### src/rtl/sertx_pkg.sv
// Shared definitions for the serial transmitter.
// Assumes: oversampling factor is a power of two given as its log2.
package sertx_pkg;
    localparam int unsigned OVS_LOG2 = 6;   // 64 ticks per bit

    typedef enum logic {
        FMT_8BIT = 1'b0,
        FMT_9BIT = 1'b1
    } frame_fmt_e;
endpackage

### src/rtl/sertx_baud.sv
// Divisor tick generator: pulses tick for one clock every div+1 clocks.
// Assumes: div is stable while run is high; counter restarts when run drops.
module sertx_baud #(
    parameter int unsigned DIV_W = 8
) (
    input  logic             clk,
    input  logic             rst_n,
    input  logic             run,
    input  logic [DIV_W-1:0] div,
    output logic             tick
);
    logic [DIV_W-1:0] cnt;

    // Count up to the divisor value and wrap; held at zero when not running.
    always_ff @(posedge clk) begin
        if (!rst_n || !run)  cnt <= '0;
        else if (cnt == div) cnt <= '0;
        else                 cnt <= cnt + 1'b1;
    end

    // Tick marks the last clock of each divisor period.
    assign tick = run && (cnt == div);
endmodule

### src/rtl/sertx_hold.sv
// One-entry holding register between the host and the shift register.
// Assumes: a write and a take in the same cycle keep the new word
// (the take consumes the word present before the write).
module sertx_hold #(
    parameter int unsigned DATA_W = 8
) (
    input  logic              clk,
    input  logic              rst_n,
    input  logic              wr,
    input  logic [DATA_W-1:0] wdata,
    input  logic              take,
    output logic              full,
    output logic [DATA_W-1:0] data
);
    // Track occupancy: writes fill, takes drain, writes win on a tie.
    always_ff @(posedge clk) begin
        if (!rst_n)    full <= 1'b0;
        else if (wr)   full <= 1'b1;
        else if (take) full <= 1'b0;
    end

    // Capture the host word on every write.
    always_ff @(posedge clk) begin
        if (!rst_n)  data <= '0;
        else if (wr) data <= wdata;
    end

    // a write always leaves the register occupied.
    a_r4_write_fills: assert property (@(posedge clk) disable iff (!rst_n)
        wr |=> full);
    // the register empties only through a transfer.
    a_r4_clear_by_take: assert property (@(posedge clk) disable iff (!rst_n)
        $fell(full) |-> $past(take));
endmodule

### src/rtl/sertx_shifter.sv
// Frame shifter: loads start, data, optional ninth and stop bits from the
// holding register and shifts them out, one bit per 2**OVS_LOG2 ticks.
// Assumes: tick is a one-clock pulse; en low aborts and clears all state.
module sertx_shifter
    import sertx_pkg::*;
#(
    parameter int unsigned DATA_W = 8
) (
    input  logic              clk,
    input  logic              rst_n,
    input  logic              en,
    input  logic              tick,
    input  logic              buf_full,
    input  logic [DATA_W-1:0] buf_data,
    input  logic              nine_mode,
    input  logic              ninth,
    output logic              take,
    output logic              busy,
    output logic              line
);
    localparam int unsigned FRAME_W = DATA_W + 3;
    localparam int unsigned CNT_W   = $clog2(FRAME_W);

    logic [FRAME_W-1:0]  shreg;
    logic [FRAME_W-1:0]  frame_in;
    logic [CNT_W-1:0]    bit_cnt;
    logic [CNT_W-1:0]    last_idx;
    logic [OVS_LOG2-1:0] sub;
    frame_fmt_e          fmt;
    logic                bit_end;
    logic                frame_done;

    // Frame image: bit 0 start, then data LSB first, ninth (or filler 1), stop.
    assign frame_in   = {1'b1, (nine_mode ? ninth : 1'b1), buf_data, 1'b0};
    assign fmt        = nine_mode ? FMT_9BIT : FMT_8BIT;
    assign bit_end    = busy && tick && (sub == '1);
    assign frame_done = bit_end && (bit_cnt == last_idx);
    // Transfer on a tick when idle or exactly as the stop bit finishes.
    assign take       = en && tick && buf_full && (!busy || frame_done);

    // Frame sequencing: load, count ticks within a bit, shift, finish.
    always_ff @(posedge clk) begin
        if (!rst_n || !en) begin
            busy     <= 1'b0;
            shreg    <= '1;
            bit_cnt  <= '0;
            sub      <= '0;
            last_idx <= '0;
        end else if (take) begin
            busy     <= 1'b1;
            shreg    <= frame_in;
            bit_cnt  <= '0;
            sub      <= '0;
            last_idx <= (fmt == FMT_9BIT) ? CNT_W'(FRAME_W - 1) : CNT_W'(FRAME_W - 2);
        end else if (frame_done) begin
            busy     <= 1'b0;
            shreg    <= '1;
        end else if (busy && tick) begin
            sub <= sub + 1'b1;
            if (bit_end) begin
                shreg   <= {1'b1, shreg[FRAME_W-1:1]};
                bit_cnt <= bit_cnt + 1'b1;
            end
        end
    end

    // Line idles high; otherwise shows the current frame bit.
    assign line = busy ? shreg[0] : 1'b1;

    // a transfer is followed by a start bit on the line.
    a_r1_start_after_load: assert property (@(posedge clk) disable iff (!rst_n)
        take |=> (line == 1'b0));
    // dropping the enable clears the frame at the next edge.
    a_r9_abort_clears: assert property (@(posedge clk) disable iff (!rst_n)
        !en |=> !busy);
endmodule

### src/rtl/sertx_top.sv
// Double-buffered asynchronous serial transmitter top level.
// Assumes: baud_div held stable during a frame; wr_en is a single-cycle strobe.
module sertx_top #(
    parameter int unsigned DATA_W = 8,
    parameter int unsigned DIV_W  = 8
) (
    input  logic              clk,
    input  logic              rst_n,
    input  logic [DIV_W-1:0]  baud_div,
    input  logic              wr_en,
    input  logic [DATA_W-1:0] wr_data,
    input  logic              ninth_bit,
    input  logic              nine_mode,
    input  logic              tx_en,
    input  logic              irq_en,
    output logic              hold_empty,
    output logic              irq,
    output logic              shift_empty,
    output logic              ser_out,
    output logic              ser_oe
);
    logic              tick;
    logic              take;
    logic              buf_full;
    logic [DATA_W-1:0] buf_data;
    logic              busy;
    logic              line;

    sertx_baud #(.DIV_W(DIV_W)) u_baud (
        .clk(clk), .rst_n(rst_n), .run(tx_en), .div(baud_div), .tick(tick)
    );

    sertx_hold #(.DATA_W(DATA_W)) u_hold (
        .clk(clk), .rst_n(rst_n), .wr(wr_en), .wdata(wr_data),
        .take(take), .full(buf_full), .data(buf_data)
    );

    sertx_shifter #(.DATA_W(DATA_W)) u_shift (
        .clk(clk), .rst_n(rst_n), .en(tx_en), .tick(tick),
        .buf_full(buf_full), .buf_data(buf_data),
        .nine_mode(nine_mode), .ninth(ninth_bit),
        .take(take), .busy(busy), .line(line)
    );

    // Status and pin outputs.
    assign hold_empty  = !buf_full;
    assign irq         = hold_empty && irq_en;
    assign shift_empty = !busy;
    assign ser_out     = line;
    assign ser_oe      = tx_en;

    // a transfer without a simultaneous write leaves the buffer empty.
    a_r3_take_empties: assert property (@(posedge clk) disable iff (!rst_n)
        (take && !wr_en) |=> hold_empty);
endmodule

### config.mk
export PLATFORM = sky130hd
export DESIGN_NAME = sertx_top
export DESIGN_NICKNAME = d
export VERILOG_FILES = /design/src/rtl/sertx_pkg.sv /design/src/rtl/sertx_baud.sv /design/src/rtl/sertx_hold.sv /design/src/rtl/sertx_shifter.sv /design/src/rtl/sertx_top.sv
export SDC_FILE = /design/constraint.sdc
export NUM_CORES = 1
export LEC_CHECK = 0
export ABC_CLOCK_PERIOD_IN_PS = 3100
export BUFFER_PORTS_ARGS = -buffer_cell sky130_fd_sc_hd__buf_2
export CAP_MARGIN = 5
export CELL_PAD_IN_SITES_DETAIL_PLACEMENT = 1
export CELL_PAD_IN_SITES_GLOBAL_PLACEMENT = 1
export CORE_MARGIN = 2
export CORE_UTILIZATION = 35
export DETAILED_ROUTE_END_ITERATION = 16
export GPL_ROUTABILITY_DRIVEN = 0
export PLACE_DENSITY_LB_ADDON = 0.12
export SYNTH_ARGS = -nofsm -noshare
export SYNTH_HDL_FRONTEND = slang
export SYNTH_SLANG_ARGS = --single-unit
### constraint.sdc
create_clock -name clk -period 3.1 [get_ports clk]
set_clock_uncertainty 0.1 [all_clocks]
set_input_delay 0.155 -clock clk [delete_from_list [all_inputs] [get_ports clk]]
set_output_delay 0.155 -clock clk [all_outputs]
set_load 0.01 [all_outputs]
## Word level (Yosys, flattened, before mapping)

Cells that the tools add are included.

| storage, ports and cells | value |
|---|---|
| output and inout port bits | 5 |
| flip-flop bits (word level) | 42 |
| logic and storage cells | 50 |
| bits of input ports | 23 |

| cells by class | value |
|---|---|
| eq/ne operators | 3 |
| add/subtract/negate cells | 3 |
| mux-type cells | 12 |
| bitwise operators | 1 |
| reductions and logical operators | 23 |

Operator list:

| operator | number |
|---|---|
| $mux W10 | 4 |
| $add A8 B1 Y8 const B | 1 |
| $eq A8 B8 Y1 | 1 |
| $logic_and A1 B1 Y1 | 8 |
| $mux W1 | 7 |
| $add A6 B1 Y6 const B | 1 |
| $eq A6 B6 Y1 const B | 1 |
| $reduce_bool A3 Y1 | 2 |
| $add A4 B1 Y4 const B | 1 |
| $eq A4 B4 Y1 | 1 |
| $logic_not A1 Y1 | 4 |
| $reduce_and A2 Y1 | 2 |
| $reduce_bool A2 Y1 | 2 |
| $reduce_or A2 Y1 | 2 |
| $reduce_and A3 Y1 | 1 |
| $logic_or A1 B1 Y1 | 2 |
| $mux W2 | 1 |
| $not A1 Y1 | 1 |

## Depth between registers and ports, before layout

| logic depth | value |
|---|---|
| word-level depth | 9 |
| gate-level depth with buffers | 7 |
| depth with buffers taken out | 5 |

## Hierarchy

Synthesis repeated with hierarchy kept, for this count alone.

| second synthesis, totals | value |
|---|---|
| cells, all modules | 232 |
| area total of the unflattened synthesis | 2182.1 um2 |

By module, submodules not included:

| module | seq. area each (um2) | area an instance (um2) | times used | cells an instance |
|---|---|---|---|---|
| sertx_shifter | 480.5 | 1355.0 | 1 | 154 |
| sertx_baud | 160.2 | 470.5 | 1 | 46 |
| sertx_hold | 180.2 | 335.3 | 1 | 28 |
| sertx_top | 0.0 | 21.3 | 1 | 4 |

## Worst setup path after synthesis

No wires, ideal clock.

| path | value |
|---|---|
| path type | register to register |
| from | register u_shift.last_idx[3] |
| to | register u_shift.bit_cnt[0] |
| clock period less this slack | 1897 ps |
| cell stages (with the launch flop) | 7 |
| required time | 2866 ps |
| path slack | 1203 ps |
| data arrival time | 1663 ps |
| cells stage by stage | dfxtp_1 > xor2_1 > or4_1 > buf_2 > o21a_1 > o21ai_2 > a21oi_1 |

| on the way | value |
|---|---|
| word-level cells in the longest chain between the ends | 5 |
| elaborated cells on any way between the ends | 7 |
| those cells by class | 1 x eq/ne; 1 x bitwise; 5 x reduce/logical |

Ends and longest elaborated chain:

| element | RTL line | RTL |
|---|---|---|
| from (decl) | sertx_shifter.sv:27 | `logic [CNT_W-1:0] last_idx;` |
| from (signal assigned) | sertx_shifter.sv:54 | `last_idx <= (fmt == FMT_9BIT) ? CNT_W'(FRAME_W - 1) : CNT_W'(FRAME_W - 2);` |
| $eq A4 B4 Y1 * | sertx_shifter.sv:37 | `assign frame_done = bit_end && (bit_cnt == last_idx);` |
| $logic_and A1 B1 Y1 * | sertx_shifter.sv:37 |  |
| $logic_or A1 B1 Y1 | sertx_shifter.sv:39 | `assign take = en && tick && buf_full && (!busy \|\| frame_done);` |
| $logic_and A1 B1 Y1 | sertx_shifter.sv:39 |  |
| $reduce_or A2 Y1 (no line) | -- |  |
| to (signal assigned) | sertx_shifter.sv:62 | `bit_cnt <= bit_cnt + 1'b1;` |
| to (decl) | sertx_shifter.sv:26 | `logic [CNT_W-1:0] bit_cnt;` |

Mark *: on every way between the ends. The rest lies on a longest branch, timed or not.
A chain may end at the register's enable or synchronous reset.

## Worst setup path in the final report

| path | value |
|---|---|
| from | register u_shift.bit_cnt[3] |
| to | register u_shift.bit_cnt[3] |

| on the way | value |
|---|---|
| word-level cells in the longest chain between the ends | 5 |
| elaborated cells on any way between the ends | 8 |
| those cells by class | 1 x add/sub; 1 x eq/ne; 1 x bitwise; 5 x reduce/logical |

Ends and longest elaborated chain:

| element | RTL line |
|---|---|
| $eq A4 B4 Y1 | sertx_shifter.sv:37 |
| $logic_and A1 B1 Y1 | sertx_shifter.sv:37 |
| $logic_or A1 B1 Y1 | sertx_shifter.sv:39 |
| $logic_and A1 B1 Y1 | sertx_shifter.sv:39 |
| $reduce_or A2 Y1 (no line) | -- |

Parallel ways exist; a longest one is shown, timed or not.

==> metrics.csv <==
stage,metric,value,unit
synth,ys.flop_type,dfxtp_1,
detailed_routing,postRouteAntennaNets,0,
detailed_routing,routed_via_density,5.35,
placed_design,dp_hpwl,3.42,mm
placed_design,io_buffers,27,
critical_path,critical_path_class,reg2reg,
sta,tightest_slew,529,ps
clock_network,cts_resized,0,
floorplanning,dieWidth,80.4,µm
critical_path,start_kind,register,
worst_hold_path,holdPathEnd,u_hold.data[2],
global_route,grt_antenna_before_repair,0,
sta,rsz0062_at_grt,no,
clock_network,clkTransAtPathRegs,80,ps
final_layout,syn_to_final_growth,11.8,%
floorplanning,initial_core_util,36.7,%
critical_path,timing.rr.start,u_shift.bit_cnt[3],
critical_path,crit_path_max_fanout,10,
synth,synth.distinct_cells,43,
global_route,grt_pass1_wl,8.30,mm
clock_network,insertion_delay,290,ps
critical_path,crit_family,compound AO/OA/AOI/OAI gates,
floorplanning,io_pins,28,
clock_network,cts_hold_buf,0,
floorplanning,num_rows,27,
sta,maxSlewHeadroom,64.4,%
clock_network,cts_inserted_buffers,5,
critical_path,cp-end-kind,register,
final_layout,drive_gt1_share,20.0,%
critical_path,worst_path_largest_cell_delay,650,ps
synth,ys_seq_area_share,40.1,%
sta,hold_viol,0,
synth,avgSynthCellArea,9.29,µm²
critical_path,crit_buf_inv,0,
synth,synth.cell_area,2040,µm²
global_route,grt.busiest_layer,met2,
floorplanning,core,5570,µm²
final_layout,fin_area,2280,µm²
synth,syn_inst,220,
clock_network,htree_levels,2,
detailed_routing,drt_iter0_markers,45,
global_route,gr-usage-met2,29.2,%
clock_network,cts_setup_buffers,0,
critical_path,reg2reg_slack,890,ps
synth,syn_nets,246,
detailed_routing,post_drt_wl_per_cell,15.1,µm
detailed_routing,drc,0,
synth,ys_ff_latch,41,
global_route,gr-usage-met3,3.03,%
global_route,grt_use_total,16.5,%
final_layout,layout_common_cells,"41 x dfxtp_1, 27 x buf_2, 16 x xor2_1, 16 x o211ai_1, 14 x nand3_1",
clock_network,root_buffer,clkbuf_8,
worst_hold_path,worstHoldStart,wr_data[2],
global_route,use_met1,20.0,%
worst_hold_path,holdPathStages,3,
critical_path,crit_arrival,2260,ps
detailed_routing,first_pass_iters,4,
sta,tns,0,ps
clock_network,cts_tree,built,
critical_path,path_cells,xor2_1 > or4_1 > o21a_1 > o21ai_2 > a21oi_1,
sta,finalCritPeriodShare,71.1,%
critical_path,reg2regPathDepth,5,
clock_network,cts_max_path_buffers,2,
pwr,leakage,0.930,nW
flow_run,maxCapViolations,0,
global_route,grt_overflow_total,0,
worst_hold_path,hold_class,in2reg,
critical_path,required,3160,ps
synth,synth.top_cell.area_share,40.1,%
sta,setup_viol,0,
final_layout,nets,267,
synth,synth_edf_count,0,
detailed_routing,vias,1668,
clock_network,clkSinkCount,41,
floorplanning,dieArea,6470,µm²
pwr,switching_share,24.2,%
synth,async_flop_share,0,%
final_layout,stdcell_count,312,
global_route,grt_max_degree,15,
critical_path,reg2reg_to,u_shift.bit_cnt[3],
pwr,seqPwrFrac,57.9,%
placed_design,post_dp_cell_area,2210,µm²
synth,yosys_warnings,0,
detailed_routing,wl,4.70,mm
status,outcome,finished clean,
sta,maxSlewViolCount,0,
pwr,internal-power,0.000715,W
critical_path,crit_cells,5,
final_layout,diodes,0,
pwr,combPwrFrac,7.4,%
pwr,power_frac_clock,34.7,%
final_layout,final_common_cell,dfxtp_1,
critical_path,slowest_stage,or4_1,
placed_design,dp.cells,306,
global_route,grt_pass1_vias,1752,
pwr,power_density,412,nW/µm²
pwr,power,0.000942,W
floorplanning,die_h,80.4,µm
synth,yosys-top-cells-area,"dfxtp_1 40%, xor2_1 6.9%, o211ai_1 5.9%, mux2i_1 4.4%, a41oi_1 3.4%",
sta,timing.fmax,0.453,GHz
pwr,power.switching,0.000228,W
sta,min_period,2210,ps
synth,yosysTopAreaCell,dfxtp_1,
pwr,ir_drop,0.217,mV
[kinds of logic after synthesis]
| family | Yosys count | synth area share (%) |
|---|---|---|
| AOI/OAI and AO/OA | 58 | 19.8 |
| xor gates and xnor gates | 17 | 7.28 |
| buffers and inverters | 26 | 5.75 |
| and+or+nand+nor | 66 | 20.7 |
| adders and majority gates | 3 | 1.84 |
| muxes | 9 | 4.41 |
| DFF | 41 | 40.1 |
[power groups by stage]
stage	Combinational [W]	Clock, W	Sequential, W
final	0.0000695	0.000327	0.000545
after global routing	0.0000786	0.000359	0.000547
after CTS	0.0000718	0.000345	0.000546
after detailed placement	0.0000714	0	0.000558
after global placement	0.0000706	0	0.000558
after floorplan	0.0000474	0	0.000552
[worst min-delay path, cell delays in order]
cell and delay (ps):
buf_2 70, mux2i_1 50, nor2b_1 90
[registers in the layout, indices dropped and copies added, names as in the netlist]
| register | flops |
|---|---|
| u_baud.cnt | 8 |
| u_hold.data | 8 |
| u_hold.full | 1 |
| u_shift.bit_cnt | 4 |
| u_shift.busy | 1 |
| u_shift.last_idx | 3 |
| u_shift.shreg | 10 |
| u_shift.sub | 6 |
[worst max-delay path by stage]
stage                                   start                 end  slack, ps
after floorplan           u_shift.last_idx[3]  u_shift.bit_cnt[0]       1200
after global placement    u_shift.last_idx[3]  u_shift.bit_cnt[3]        950
after detailed placement  u_shift.last_idx[3]  u_shift.bit_cnt[3]        900
after CTS                 u_shift.last_idx[3]      u_shift.sub[3]        890
after global routing       u_shift.bit_cnt[1]      u_shift.sub[3]        770
final                      u_shift.bit_cnt[3]  u_shift.bit_cnt[3]        890
[cell usage after synthesis (7+ instances only)]
library cell  number
dfxtp_1           41
o211ai_1          16
xor2_1            16
nand3_1           14
inv_1             12
a21oi_1           11
mux2i_1            9
nor2b_1            9
a41oi_1            8
nor2_1             8
o21ai_0            8
clkbuf_1           7
[per-stage QoR]
step / utilization (%) / hold WS (ps) / setup slack [ps]
after CTS: 41.0 / 15.6 / 888
final: 41.0 / 21.2 / 894
after floorplan: - / 219 / 1200
after global placement: 39.7 / 314 / 947
after global routing: 41.0 / 46.8 / 774
after detailed placement: 39.7 / 322 / 896
[final cells by class]
| type | instances | area, µm² |
|---|---|---|
| Sequential cell | 41 | 821 |
| Inverter | 12 | 45.0 |
| Tap cell | 72 | 90.1 |
| Fill cell | 655 | 3290 |
| Clock buffer | 5 | 68.8 |
| Multi-Input combinational cell | 153 | 1110 |
| Timing Repair Buffer | 28 | 143 |
| Clock inverter | 1 | 5.00 |
[per-layer routing]
layer,share of wire (%),up-vias
met4,1.3,0
met2,50,16
met5,0,-
li1,-,836
met3,2.3,7
met1,47,809
No activity file was read; power rests on OpenSTA's default activity.
